[src/rtl/mwin_decode.sv]
module mwin_decode #(
  parameter int AW    = 6,
  parameter int NPORT = 2
) (
  input  logic               clk,
  input  logic               rst_n,
  input  logic               cfg_wr,
  input  logic [AW-1:0]      cfg_idx,
  input  logic [3:0]         cfg_be,
  input  logic [31:0]        cfg_wdata,
  output logic [31:0]        cfg_rdata,
  input  logic [NPORT*64-1:0] dec_addr,
  input  logic [NPORT-1:0]   dec_up,
  output logic [NPORT-1:0]   dec_hit
);

  localparam logic [AW-1:0] I_LOW  = AW'(8);
  localparam logic [AW-1:0] I_PLO  = AW'(9);
  localparam logic [AW-1:0] I_PBHI = AW'(10);
  localparam logic [AW-1:0] I_PLHI = AW'(11);

  logic [11:0] lw_base, lw_lim, pw_base, pw_lim;
  logic [31:0] pw_base_hi, pw_lim_hi;

  wire wr_low = cfg_wr && cfg_idx == I_LOW;
  wire wr_plo = cfg_wr && cfg_idx == I_PLO;
  wire wr_pbh = cfg_wr && cfg_idx == I_PBHI;
  wire wr_plh = cfg_wr && cfg_idx == I_PLHI;

  always_ff @(posedge clk or negedge rst_n) begin
    if (!rst_n) begin
      lw_base    <= '0;
      lw_lim     <= '0;
      pw_base    <= '0;
      pw_lim     <= '0;
      pw_base_hi <= '0;
      pw_lim_hi  <= '0;
    end else begin
      if (wr_low && cfg_be[0]) lw_base[3:0]  <= cfg_wdata[7:4];
      if (wr_low && cfg_be[1]) lw_base[11:4] <= cfg_wdata[15:8];
      if (wr_low && cfg_be[2]) lw_lim[3:0]   <= cfg_wdata[23:20];
      if (wr_low && cfg_be[3]) lw_lim[11:4]  <= cfg_wdata[31:24];
      if (wr_plo && cfg_be[0]) pw_base[3:0]  <= cfg_wdata[7:4];
      if (wr_plo && cfg_be[1]) pw_base[11:4] <= cfg_wdata[15:8];
      if (wr_plo && cfg_be[2]) pw_lim[3:0]   <= cfg_wdata[23:20];
      if (wr_plo && cfg_be[3]) pw_lim[11:4]  <= cfg_wdata[31:24];
      for (int b = 0; b < 4; b++) begin
        if (wr_pbh && cfg_be[b]) pw_base_hi[8*b +: 8] <= cfg_wdata[8*b +: 8];
        if (wr_plh && cfg_be[b]) pw_lim_hi[8*b +: 8]  <= cfg_wdata[8*b +: 8];
      end
    end
  end

  always_comb begin
    case (cfg_idx)
      I_LOW:   cfg_rdata = {lw_lim, 4'h0, lw_base, 4'h0};
      I_PLO:   cfg_rdata = {pw_lim, 4'h1, pw_base, 4'h1};
      I_PBHI:  cfg_rdata = pw_base_hi;
      I_PLHI:  cfg_rdata = pw_lim_hi;
      default: cfg_rdata = '0;
    endcase
  end

  wire [43:0] pw_lo_bound = {pw_base_hi, pw_base};
  wire [43:0] pw_hi_bound = {pw_lim_hi, pw_lim};

  for (genvar p = 0; p < NPORT; p++) begin : g_port
    wire [63:0] a      = dec_addr[64*p +: 64];
    wire        in_low = a[63:32] == 32'h0 && a[31:20] >= lw_base && a[31:20] <= lw_lim;
    wire        in_pw  = a[63:20] >= pw_lo_bound && a[63:20] <= pw_hi_bound;
    assign dec_hit[p] = dec_up[p] ? !(in_low || in_pw) : (in_low || in_pw);

    p_both_off_r6: assert property (@(posedge clk) disable iff (!rst_n)
      (cfg_rdata == 32'h0000_0000 && 1'b0) || !(lw_base > lw_lim && pw_lo_bound > pw_hi_bound)
      || (dec_hit[p] == dec_up[p]));

    p_above4g_r4: assert property (@(posedge clk) disable iff (!rst_n)
      (!dec_up[p] && a[63:32] != 32'h0 && pw_lo_bound > pw_hi_bound) |-> !dec_hit[p]);

    p_in_low_r7: assert property (@(posedge clk) disable iff (!rst_n)
      (a[63:32] == 32'h0 && a[31:20] == lw_base && lw_base <= lw_lim) |-> dec_hit[p] != dec_up[p]);
  end

  p_ro_nibble_r3: assert property (@(posedge clk) disable iff (!rst_n)
    (cfg_idx == I_PLO) |-> (cfg_rdata[3:0] == 4'h1 && cfg_rdata[19:16] == 4'h1));

  p_upper_wr_r2: assert property (@(posedge clk) disable iff (!rst_n)
    (wr_pbh && cfg_be == 4'hF) |=> pw_base_hi == $past(cfg_wdata));

endmodule

[config.mk]
export PLATFORM = sky130hd
export DESIGN_NAME = mwin_decode
export DESIGN_NICKNAME = d
export VERILOG_FILES = /design/src/rtl/mwin_decode.sv
export SDC_FILE = /design/constraint.sdc
export NUM_CORES = 1
export LEC_CHECK = 0
export ABC_CLOCK_PERIOD_IN_PS = 6200
export BUFFER_PORTS_ARGS = -buffer_cell sky130_fd_sc_hd__buf_2
export CORE_MARGIN = 5
export CORE_UTILIZATION = 61
export DETAILED_ROUTE_END_ITERATION = 8
export MAX_ROUTING_LAYER = met4
export PLACE_DENSITY = 0.83
export SLEW_MARGIN = 5
export SYNTH_ARGS = -nofsm -noshare
export SYNTH_HDL_FRONTEND = slang
export SYNTH_SLANG_ARGS = --single-unit
[constraint.sdc]
create_clock -name clk -period 6.2 [get_ports clk]
set_clock_uncertainty 0.15 [all_clocks]
set_input_delay 1.55 -clock clk [delete_from_list [all_inputs] [get_ports clk]]
set_output_delay 1.55 -clock clk [all_outputs]
set_load 0.01 [all_outputs]
==> impl_metrics.json <==
{
  "wl_um": 30530,
  "core_um2": 16580,
  "drive_gt1_frac": 0.2504,
  "final_cells": 1435,
  "start_kind": "input port",
  "post-place-cells": 1418,
  "async_flop_share": 1.000,
  "power_density_nw_per_um2": 188.1,
  "cp_slowest_cell": "a221o_1",
  "detailroute.via_count": 9045,
  "ys_warn_count": 0,
  "critPathMaxStageDelay_ns": 0.37,
  "yosys.area.top_type": "dfrtp_1",
  "fmax_ghz": 0.1754,
  "path_buf_inv": 2,
  "crit_chain": "buf_2 -> ha_1 -> a21o_1 -> a221o_1 -> a221o_1 -> a211o_1 -> o21ai_0 -> a2bb2oi_1 -> o2bb2ai_1 -> xor2_1 -> buf_2",
  "maxSlewViolCount": 0,
  "area_delta_synth_final_pct": 13.56,
  "status": "completed",
  "syn_nets": 1442,
  "port-buffer-count": 168,
  "die-width_um": 140.0,
  "clockBufferDepth": 2,
  "postCtsHoldBufs": 0,
  "cts_buffers": 9,
  "grt_pass1_vias": 9247,
  "initial_core_util": 0.6216,
  "finalSetupViolCount": 0,
  "endpoint_kind": "output port",
  "vias_per_cell": 6.303,
  "nFillCells": 1260,
  "path_clk_slew_ns": 0.07,
  "track_usage": 0.3221,
  "cts-root-buf": "clkbuf_16",
  "synth_seq_area_share": 0.2719,
  "yosysMostFrequentCell": "ha_1",
  "total_power_uw": 2202,
  "wl_per_cell_um": 21.28,
  "syn-cell-area_um2": 10310,
  "synth-edff-count": 0,
  "leakage_uw": 0.005684,
  "worstSetupPathType": "input port to output port",
  "htreeDepth": 3,
  "synth_seq_cells": 112,
  "grt_max_degree": 66,
  "die_height_um": 140.0,
  "grt_setup_unrepaired": "false",
  "synth_top_area_frac": 0.2719,
  "ir_worst_vdd_v": 0.0001903,
  "die-area_um2": 19600,
  "cts_resized": 0,
  "place_hpwl_um": 25390,
  "finalCoreUtilization": 0.7059,
  "max-cap-violations": 0,
  "crit_fanout": 3,
  "synth_area_leaders": "dfrtp_1, ha_1, mux2_2",
  "grt_pass1_wl_um": 48530,
  "fin_nets": 1608,
  "drtIter0Drc": 682,
  "synth_flop_cell": "dfrtp_1",
  "post_cts_buffers": 0,
  "clk-insertion-delay-late_ns": 0.36,
  "antenna_found_initial": 1,
  "synth.avg_cell_area_um2": 9.884,
  "finalSetupTns_ns": 0,
  "dr.pass1.iters": 7,
  "critPathRequiredTime_ns": 4.50,
  "grt_overflow_total": 0,
  "drc_errors": 0,
  "min_path_type": "flip-flop to flip-flop",
  "place.gp.congestion": 0.9784,
  "slew_headroom": 0.3630,
  "ios": 209,
  "tightest_slew_ns": 0.9555,
  "path_delay_family": "compound AO/OA/AOI/OAI gates",
  "rows": 47,
  "ys_types": 55,
  "worstPathArrival_ns": 4.00,
  "netlist_top_cells_count": "ha_1, dfrtp_1, inv_1",
  "finalHoldViolCount": 0,
  "syn_inst": 1043,
  "fin_crit_ns": 5.701,
  "ant_nets": 0,
  "fin_crit_sh": 0.9195,
  "clock_sinks": 112,
  "cts_tree": "yes"
}
[routing by layer]
metal	wire [um]	vias to the layer above	share of wire	GRT usage
met2	14160	429	0.46	0.5011
met1	12630	4305	0.41	0.4246
met5	0	-	0	-
li1	-	4223	-	-
met4	1210	0	0.040	0.1372
met3	2538	88	0.083	0.04499
[power by group]
group | switching (uW) | internal (uW) | total [uW]
clock | 306 | 326 | 632
combinational | 406 | 316 | 722
sequential | 50.8 | 797 | 848
[placed cells by master, fill, tap and decap left out, drive strengths merged, types with 3 or more instances in the layout]
cell and instances:
a21oi 80, nor3 7, inv 115, nand3 17, nand2b 4, o21a 4, a221o 3, nor4 23
o211ai 5, a31oi 3, nor2 27, mux2 90, nor2b 28, a221oi 3, ha 224, buf 172
clkbuf 9, mux2i 6, or3 4, nand2 73, and4 3, o21ai 55, nor3b 3, a211oi 10
clkinv 3, dfrtp 112, mux4 24, and2 5, nand4 46, a21o 30
[state kept, by name (all words and copies together), names as in the netlist]
signal	flops
pw_base	12
pw_base_hi	32
lw_base	12
pw_lim_hi	32
lw_lim	12
pw_lim	12
[stage by stage]
stage / instance area [um^2] / setup slack, ns / hold slack (ns)
2_1_floorplan: 10310 / 1.034 / 0.3313
3_3_place_gp: 11380 / 0.5944 / 0.3461
3_5_place_dp: 11380 / 0.5529 / 0.3623
4_1_cts: 11700 / 0.5445 / 0.3796
5_1_grt: 11710 / 0.4102 / 0.3931
6_report: 11710 / 0.4989 / 0.3844
[layout make-up]
class / instances / area (um^2) / share of cell area
clock buffer: 9 / 225.2 / 0.01924
timing repair buffer: 172 / 873.3 / 0.07460
antenna: 1 / 2.502 / 0.0002138
inverter: 112 / 420.4 / 0.03591
multi-input combinational: 802 / 7012 / 0.5990
clock inverter: 7 / 95.09 / 0.008123
tap: 220 / 275.3 / 0.02351
sequential: 112 / 2803 / 0.2394
[cell families after synthesis]
kind of cell | after synthesis | synth area share
simple gates | 246 | 0.1277
fa+ha+maj | 224 | 0.2719
compound gates | 210 | 0.1223
buf+inv | 129 | 0.04794
mux | 120 | 0.1566
flops | 112 | 0.2719
xor+xnor | 2 | 0.001700
[final timing paths]
kind	startpoint	slack [ns]	end	cells past startpoint
min in group asynchronous	rst_n	1.12	pw_lim_hi[18]	1
max in group asynchronous	rst_n	3.59	pw_lim_hi[7]	2
hold / removal	pw_base_hi[3]	0.38	pw_base_hi[3]	1
hold reg to reg	pw_base_hi[3]	0.38	pw_base_hi[3]	1
setup reg to reg	pw_base[3]	5.21	pw_base[3]	2
setup / recovery	dec_addr[97]	0.50	dec_hit[1]	11
(Power assumes the default switching activity.)
